==> src/rtl/rsl_pkg.sv <==
package rsl_pkg;
  localparam int RSL_OUT_W = 13;
  localparam int RSL_WIN_W = 2;

  typedef struct packed {
    logic                        rnd_en;
    logic [RSL_WIN_W-1:0]        win;
    logic signed [RSL_OUT_W-1:0] lo;
    logic signed [RSL_OUT_W-1:0] hi;
  } rsl_cfg_t;

  function automatic rsl_cfg_t rsl_cfg_default();
    rsl_cfg_t c;
    c.rnd_en = 1'b0;
    c.win    = '0;
    c.lo     = {1'b1, {(RSL_OUT_W-1){1'b0}}};
    c.hi     = {1'b0, {(RSL_OUT_W-1){1'b1}}};
    return c;
  endfunction
endpackage

==> src/rtl/rsl_regbank.sv <==
module rsl_regbank
  import rsl_pkg::*;
#(
  parameter int NUM_SETS = 4,
  localparam int SET_W   = $clog2(NUM_SETS)
) (
  input  logic             clk,
  input  logic             rst,
  input  logic             wr_en,
  input  logic [SET_W-1:0] wr_set,
  input  rsl_cfg_t         wr_cfg,
  input  logic [SET_W-1:0] rd_set,
  output rsl_cfg_t         rd_cfg
);
  rsl_cfg_t bank [NUM_SETS];

  for (genvar g = 0; g < NUM_SETS; g++) begin : g_set
    always_ff @(posedge clk) begin
      if (rst) begin
        bank[g] <= rsl_cfg_default();
      end else if (wr_en && (wr_set == SET_W'(g))) begin
        bank[g] <= wr_cfg;
      end
    end
  end

  assign rd_cfg = bank[rd_set];
endmodule

==> src/rtl/rsl_round_select.sv <==
module rsl_round_select #(
  parameter int IN_W  = 20,
  parameter int OUT_W = 13,
  parameter int BASE  = 4,
  parameter int WIN_W = 2
) (
  input  logic signed [IN_W-1:0]  din,
  input  logic                    rnd_en,
  input  logic [WIN_W-1:0]        win,
  output logic signed [OUT_W-1:0] dout
);
  localparam int SW    = IN_W + 1;
  localparam int N_WIN = 1 << WIN_W;

  logic [SW-1:0]    half;
  logic [SW-1:0]    sum;
  logic [OUT_W-1:0] cand [N_WIN];
  logic             fits [N_WIN];
  logic [OUT_W-1:0] sat_val;

  always_comb begin
    half = '0;
    if (rnd_en) half = SW'(1) << (BASE - 1 + int'(win));
    sum = {din[IN_W-1], din} + half;
  end

  for (genvar k = 0; k < N_WIN; k++) begin : g_win
    localparam int TOP = BASE + k + OUT_W - 1;
    assign cand[k] = sum[BASE+k +: OUT_W];
    assign fits[k] = (&sum[SW-1:TOP]) | ~(|sum[SW-1:TOP]);
  end

  assign sat_val = sum[SW-1] ? {1'b1, {(OUT_W-1){1'b0}}}
                             : {1'b0, {(OUT_W-1){1'b1}}};

  assign dout = fits[win] ? cand[win] : sat_val;
endmodule

==> src/rtl/rsl_clamp.sv <==
module rsl_clamp #(
  parameter int W = 13
) (
  input  logic signed [W-1:0] din,
  input  logic signed [W-1:0] lo,
  input  logic signed [W-1:0] hi,
  output logic signed [W-1:0] dout
);
  logic signed [W-1:0] capped;

  always_comb begin
    capped = (din > hi) ? hi : din;
    dout   = (capped < lo) ? lo : capped;
  end
endmodule

==> src/rtl/rsl_stage.sv <==
module rsl_stage
  import rsl_pkg::*;
#(
  parameter int IN_W     = 20,
  parameter int OUT_W    = RSL_OUT_W,
  parameter int BASE     = 4,
  parameter int NUM_SETS = 4,
  localparam int SET_W   = $clog2(NUM_SETS)
) (
  input  logic                    clk,
  input  logic                    rst,
  input  logic                    in_valid,
  input  logic signed [IN_W-1:0]  in_data,
  input  logic [SET_W-1:0]        set_sel,
  input  logic                    wr_en,
  input  logic [SET_W-1:0]        wr_set,
  input  logic                    wr_rnd_en,
  input  logic [RSL_WIN_W-1:0]    wr_win,
  input  logic signed [OUT_W-1:0] wr_lo,
  input  logic signed [OUT_W-1:0] wr_hi,
  output logic                    out_valid,
  output logic signed [OUT_W-1:0] out_data
);
  rsl_cfg_t            wr_cfg;
  rsl_cfg_t            act_cfg;
  logic signed [OUT_W-1:0] windowed;
  logic signed [OUT_W-1:0] clamped;

  assign wr_cfg = '{rnd_en: wr_rnd_en, win: wr_win, lo: wr_lo, hi: wr_hi};

  rsl_regbank #(.NUM_SETS(NUM_SETS)) u_bank (
    .clk    (clk),
    .rst    (rst),
    .wr_en  (wr_en),
    .wr_set (wr_set),
    .wr_cfg (wr_cfg),
    .rd_set (set_sel),
    .rd_cfg (act_cfg)
  );

  rsl_round_select #(
    .IN_W (IN_W), .OUT_W(OUT_W), .BASE(BASE), .WIN_W(RSL_WIN_W)
  ) u_rs (
    .din    (in_data),
    .rnd_en (act_cfg.rnd_en),
    .win    (act_cfg.win),
    .dout   (windowed)
  );

  rsl_clamp #(.W(OUT_W)) u_clamp (
    .din  (windowed),
    .lo   (act_cfg.lo),
    .hi   (act_cfg.hi),
    .dout (clamped)
  );

  always_ff @(posedge clk) begin
    if (rst) begin
      out_valid <= 1'b0;
      out_data  <= '0;
    end else begin
      out_valid <= in_valid;
      if (in_valid) out_data <= clamped;
    end
  end
endmodule

==> config.mk <==
export PLATFORM = sky130hd
export DESIGN_NAME = rsl_stage
export DESIGN_NICKNAME = d
export VERILOG_FILES = /design/src/rtl/rsl_pkg.sv /design/src/rtl/rsl_regbank.sv /design/src/rtl/rsl_round_select.sv /design/src/rtl/rsl_clamp.sv /design/src/rtl/rsl_stage.sv
export SDC_FILE = /design/constraint.sdc
export NUM_CORES = 1
export LEC_CHECK = 0
export BUFFER_PORTS_ARGS = -buffer_cell sky130_fd_sc_hd__clkbuf_2
export CAP_MARGIN = 20
export CELL_PAD_IN_SITES_DETAIL_PLACEMENT = 0
export CELL_PAD_IN_SITES_GLOBAL_PLACEMENT = 2
export CORE_MARGIN = 5
export CORE_UTILIZATION = 40
export DETAILED_ROUTE_END_ITERATION = 16
export GPL_TIMING_DRIVEN = 0
export MAX_ROUTING_LAYER = met4
export PLACE_DENSITY = 0.8
export SYNTH_ARGS = -nofsm -noshare
export SYNTH_HDL_FRONTEND = slang
export SYNTH_SLANG_ARGS = --single-unit
export TNS_END_PERCENT = 30
==> constraint.sdc <==
create_clock -name clk -period 17.4 [get_ports clk]
set_clock_uncertainty 0.1 [all_clocks]
set_input_delay 1.74 -clock clk [delete_from_list [all_inputs] [get_ports clk]]
set_output_delay 1.74 -clock clk [all_outputs]
set_load 0.02 [all_outputs]
==> impl_results.md, run 1 <==
* Outcome: finished clean
* CTS tree: done
* CP arrival at 11.69 ns
* NumNets Final at 866
* Clock power frac at 0.354
* Slew margin rel. at 0.3321
* WP buf/inv at 9
* Num rows at 51
* Final Setup Violations at 0
* Total Routing Usage GR at 0.1957
* Share of cells above drive strength 1 at 0.2195
* Global route overflow at 0
* Top cells by area, synth: edfxtp_1, mux4_2, ha_1
* CP max stage cell: buf_1
* Synth warn at 0
* Minimum hold slack at 0.4113 ns
* Post-DP HPWL at 15.67 mm
* Unrepaired setup endpoints after global routing: false
* Root Driver: clkbuf_16
* Initial DRC Count at 402
* Max-Cap Viols at 0
* Synth Area per Inst at 11.59 sq um
* Largest net degree at the start of global routing at 30
* Main flop type after synthesis: edfxtp_1
* Gpl congestion at 0.8947
* Pleak at 3.533 nW
* Area Growth Syn to Fin at 15.96%
* Total clock sinks at 130
* P_sw at 340.7 uW
* Crit-path max cell delay at 0.75 ns
* H-tree depth at 4
* Fin crit period at 11.43 ns
* GRT Max-Usage Layer: met2
* Initial Util at 0.4081
* IO Port Bufs at 64
* Fmax at 87.48 MHz
* Sw Share at 0.3259
* Top Ports at 71
* Synthesized instance count at 690
* Crit-path max FO at 10
* Worst r2r src: u_bank.bank[1][26]$_SDFFCE_PN0P_
* Flop2flop setup slack at 7.70 ns
* Total iterations of the first detailed-routing run at 5
* R2R cell count at 38
* Global-route wire length before repair at 32.73 mm
* Worst IR Drop VDD at 0.06671 mV
* Die Width at 151.4 um
* Worst Hold Depth at 2
* Worst setup EP type: register
* Crit share post-route at 0.6570
* Fillers at 1830
* Initial antenna violation count at 0
* Final hold violation count at 0
* Vias in the first global route at 5996
* Yosys top cell by area: edfxtp_1
* EDFF count, synth at 116
* Die area at 22920 sq um
* Via/cell ratio at 5.516
* Hold Crit Class: register to register
* Setup_tns at 0 ns
* Core area at 19590 sq um
* Later-pin clock latency in the skew report at 0.42 ns
* M3 GR Usage at 0.03561
* Setup bufs post-CTS at 0
* Sequential fraction of the synthesis area at 0.4707
* Number of remaining DRC errors at 0
* Reg-to-reg endpoint: out_data[6]$_SDFFE_PP0P_
* Synth cell types at 75
* Combinational share of power at 0.280
* Clk buf depth at 2
* Setup Crit Path Kind: input port to register
* DRT antenna net count at 0
* CP top delay family: compound AO/OA/AOI/OAI gates
* Worst slew pin tran at 1.002 ns
* PD cells at 112.8 nW/um^2
* Max-slew violations at 0
* Fraction of registers with async set/reset at 0
* Via Count at 5808
* Most frequent cells in the layout: edfxtp_1, and2_1, clkbuf_2, nand2b_1, nor2_1
* Hold path startpoint: out_data[12]$_SDFFE_PP0P_
* WP data required at 17.65 ns
* Clock slew seen by the registers of the worst setup and hold paths at 0.06 ns
* Die height at 151.4 um
* Part of the power in registers at 0.366
* Post-Layout Cell Count at 1053
* # resized after CTS at 0
* Post-DR wirelength/cell at 20.09 um
* Commonest non-fill, non-tap cell in the layout: edfxtp_1
* GR Util met1 at 0.2566
* GR Layer Usage met2 at 0.3147
* Final Util at 0.4733
* Top cell type's share of synthesized area at 0.4357
* CTS buffer count at 17
* WL final at 21.16 mm
* # diodes at 0
* Cell Area, Synth at 7995 sq um
* Cells after DPL at 1021
* Int Pwr at 704.8 uW
* CP startpoint kind: input port
* CTS hold repair buffers at 0
* Yosys reg bits at 130
* Hold Path Sink: out_data[12]$_SDFFE_PP0P_
layout make-up:
class,instances,area [sq um],share of cell area
clock buffer,17,425.4,0.04588
timing repair buffer,64,320.3,0.03455
multi-input combinational,486,3920,0.4228
sequential,130,3764,0.4059
tap,265,331.6,0.03576
buffer,41,190.2,0.02051
inverter,35,131.4,0.01417
clock inverter,15,188.9,0.02038
stage by stage:
stage	power, mW	setup WS [ns]	instance area [sq um]
2_1_floorplan	0.5935	7.094	8003
3_3_place_gp	0.6743	5.592	8655
3_5_place_dp	0.6821	5.531	8657
4_1_cts	1.050	5.924	9271
5_1_grt	1.099	5.218	9271
6_report	1.046	5.968	9271
how the worst max path moves through the flow:
stage	from	end	slack [ns]	depth (start not counted)
after CTS	set_sel[0]	out_data[6]$_SDFFE_PP0P_	5.92	40
after floorplan	set_sel[0]	out_data[0]$_SDFFE_PP0P_	7.09	38
after global routing	set_sel[0]	out_data[8]$_SDFFE_PP0P_	5.22	40
final	set_sel[0]	out_data[6]$_SDFFE_PP0P_	5.97	40
after detailed placement	set_sel[0]	out_data[6]$_SDFFE_PP0P_	5.53	40
after global placement	set_sel[0]	out_data[6]$_SDFFE_PP0P_	5.59	41
per-layer routing:
metal,vias to the layer above,wire length [um],share of wire
met5,-,0,0
met4,0,346,0.016
met3,26,1061,0.050
met2,154,10150,0.48
met1,2858,9602,0.45
li1,2770,-,-
power by group through the flow:
stage / combinational [mW] / clock (mW) / sequential (mW)
2_1_floorplan: 0.192 / 0 / 0.401
3_3_place_gp: 0.287 / 0 / 0.388
3_5_place_dp: 0.292 / 0 / 0.390
4_1_cts: 0.293 / 0.373 / 0.383
5_1_grt: 0.326 / 0.387 / 0.386
6_report: 0.293 / 0.370 / 0.383
synthesized netlist by cell type, types with 6 or more instances:
master and count:
inv_1 35, mux2i_1 12, a31oi_1 7, ha_1 34, a21o_1 9, o21a_1 9
nand2b_1 42, or3_1 16, nor2_1 37, and2_1 65, o21ai_0 14, edfxtp_1 116
nor3_1 6, nand2_1 34, clkbuf_1 26, a211oi_1 15, mux4_2 28, a311o_1 6
nand3_1 10, xnor2_1 10, dfxtp_1 14, o211ai_1 15, mux2_2 7, nand4_1 8
a21oi_1 23, and3_1 13
tightest hold or removal path, delay by kind of cell, from the launching register on:
family / cells / cell delay, ns
AO/OA/AOI/OAI: 1 / 0.07
flip-flops: 1 / 0.33
AND/OR/NAND/NOR: 1 / 0.08
state kept, by name (all words and copies together) (netlist names):
signal / flops
out_data: 13
out_valid: 1
u_bank.bank: 116
cell families after synthesis:
kind of cell	count (synthesis)	synth area share
fa+ha+maj	34	0.05321
buf+inv	76	0.04022
simple gates	248	0.1757
flops	130	0.4707
mux	47	0.1038
other cells	1	0.0004690
xor+xnor	13	0.01659
compound gates	141	0.1393
No activity file was read; power rests on OpenSTA's default activity.
==> run 2: changes to the inputs <==
Clock period 17.4 ns to 10.6 ns, I/O delays scaled along.
==> run 2 against run 1 <==
  * Register-to-register slack lost 6.4 ns
  * Routed wire length fell by 0.67%
  * Clock power increased by 64%
  * Sequential share of layout area barely moved
  * Highest routed layer unchanged
  * Sequential cell count did not move
  * Cell area rose by 0.12%
==> impl_results.md, run 2 (synthesis results as in run 1) <==
* Outcome: finished clean
* Total clock sinks at 130
* Number of remaining DRC errors at 0
* CP max stage cell: a2111oi_0
* Core area at 19590 sq um
* Total iterations of the first detailed-routing run at 6
* IO Port Bufs at 64
* CP top delay family: compound AO/OA/AOI/OAI gates
* Post-DP HPWL at 15.67 mm
* Pleak at 3.549 nW
* PD cells at 185.2 nW/um^2
* Crit-path max cell delay at 0.45 ns
* Vias in the first global route at 5974
* Commonest non-fill, non-tap cell in the layout: edfxtp_1
* Clk buf depth at 2
* Worst IR Drop VDD at 0.1089 mV
* Gpl congestion at 0.8947
* Via/cell ratio at 5.489
* CTS tree: done
* Unrepaired setup endpoints after global routing: false
* Total Power at 1.719 mW
* Number of flip-flops in the largest register at 116
* Global-route wire length before repair at 32.61 mm
* CP arrival at 10.12 ns
* Post-DR wirelength/cell at 19.97 um
* Crit-path max FO at 10
* Fmax at 100.8 MHz
* DRT antenna net count at 0
* Worst slew pin tran at 1.010 ns
* Fin crit period at 9.921 ns
* Max-slew violations at 0
* # diodes at 0
* Final hold violation count at 0
* Setup Crit Path Kind: input port to register
* Final Setup Violations at 0
* Worst setup EP type: register
* Max-Cap Viols at 0
* Area Growth Syn to Fin at 16.10%
* Slew margin rel. at 0.3265
* Num rows at 51
* Initial antenna violation count at 0
* Hold Crit Class: register to register
* Most flop-heavy register: u_bank.bank
* WL final at 21.01 mm
* CTS buffer count at 17
* Share of cells above drive strength 1 at 0.2274
* Via Count at 5774
* WP buf/inv at 8
* Die area at 22920 sq um
* Die height at 151.4 um
* Initial DRC Count at 380
* Top Ports at 71
* Crit share post-route at 0.9359
* Later-pin clock latency in the skew report at 0.42 ns
* NumNets Final at 865
* Total Routing Usage GR at 0.1947
* Largest net degree at the start of global routing at 30
* Global route overflow at 0
* Clock slew seen by the registers of the worst setup and hold paths at 0.06 ns
* Initial Util at 0.4081
* Regs by FF count: u_bank.bank: 116 flops, out_data: 13 flops, out_valid: 1 flops
* Post-Layout Cell Count at 1052
* H-tree depth at 4
* Die Width at 151.4 um
* Root Driver: clkbuf_16
* Most frequent cells in the layout: edfxtp_1, clkbuf_2, and2_1, nand2b_1, nor2_1
* WP data required at 10.80 ns
* CP startpoint kind: input port
* Cells after DPL at 1021
## run 2: changes by cell type in the layout (fill, tap and decap cells not counted), sizes merged
cell,before,now
buf,15,14
## run 2: worst register-to-register path: cells and delay by family, from the launching register on
family | cells | cell delay, ns
AOI/OAI and AO/OA | 17 | 3.59
and+or+nand+nor | 8 | 1.67
adders and majority gates | 4 | 1.19
buffers and inverters | 5 | 1.08
muxes | 3 | 0.92
DFF | 1 | 0.36
xor gates and xnor gates | 1 | 0.23
## run 2: area by class of cell
cell class | instances | area (sq um)
repair buffers | 64 | 320.3
well taps | 265 | 331.6
clock inverters | 15 | 188.9
clock buffers | 17 | 425.4
fillers | 1827 | 10310
plain buffers | 40 | 195.2
multi-input cells | 486 | 3926
flip-flops and latches | 130 | 3764
inverters | 35 | 131.4
## run 2: final timing paths
check	to	from	slack (ns)	cells past startpoint
worst max register to register	out_data[6]$_SDFFE_PP0P_	u_bank.bank[2][26]$_SDFFCE_PN0P_	1.31	38
worst max-delay path	out_data[6]$_SDFFE_PP0P_	set_sel[1]	0.68	40
worst min-delay path	out_data[12]$_SDFFE_PP0P_	out_data[12]$_SDFFE_PP0P_	0.41	2
worst min register to register	out_data[12]$_SDFFE_PP0P_	out_data[12]$_SDFFE_PP0P_	0.41	2
## run 2: repair_timing
| item | CTS | global route |
|---|---|---|
| setup endpoints to repair | 13 | 13 |
| buffers inserted | 0 | 0 |
| resized for setup | 0 | 13 |
| hold buffers | 0 | 0 |
| hold endpoints to repair | 0 | 0 |
## run 2: stage by stage
stage | worst slack, ns | utilization | hold WS [ns] | TNS (ns) | area (sq um)
after floorplan | 0.9739 | - | 0.4721 | 0 | 8003
after global placement | -0.5277 | 0.4418 | 0.3792 | -6.047 | 8655
after detailed placement | -0.5886 | 0.4419 | 0.3889 | -6.553 | 8657
after CTS | 0.006147 | 0.4731 | 0.4050 | 0 | 9268
after global routing | 0.1468 | 0.4738 | 0.4787 | 0 | 9283
final | 0.6790 | 0.4738 | 0.4110 | 0 | 9283
## run 2: power breakdown
part | leakage (nW) | internal (mW) | switching [mW]
Combinational | 2.00 | 0.188 | 0.295
Sequential | 1.26 | 0.612 | 0.0163
Clock | 0.296 | 0.359 | 0.249
Total | 3.55 | 1.16 | 0.561
## run 2: per-layer routing
layer	vias up	wire length [um]	GRT usage
li1	2760	-	-
met1	2855	9638	0.2552
met2	132	10080	0.3130
met3	27	929	0.03561
met4	0	361	0.05213
met5	-	0	-
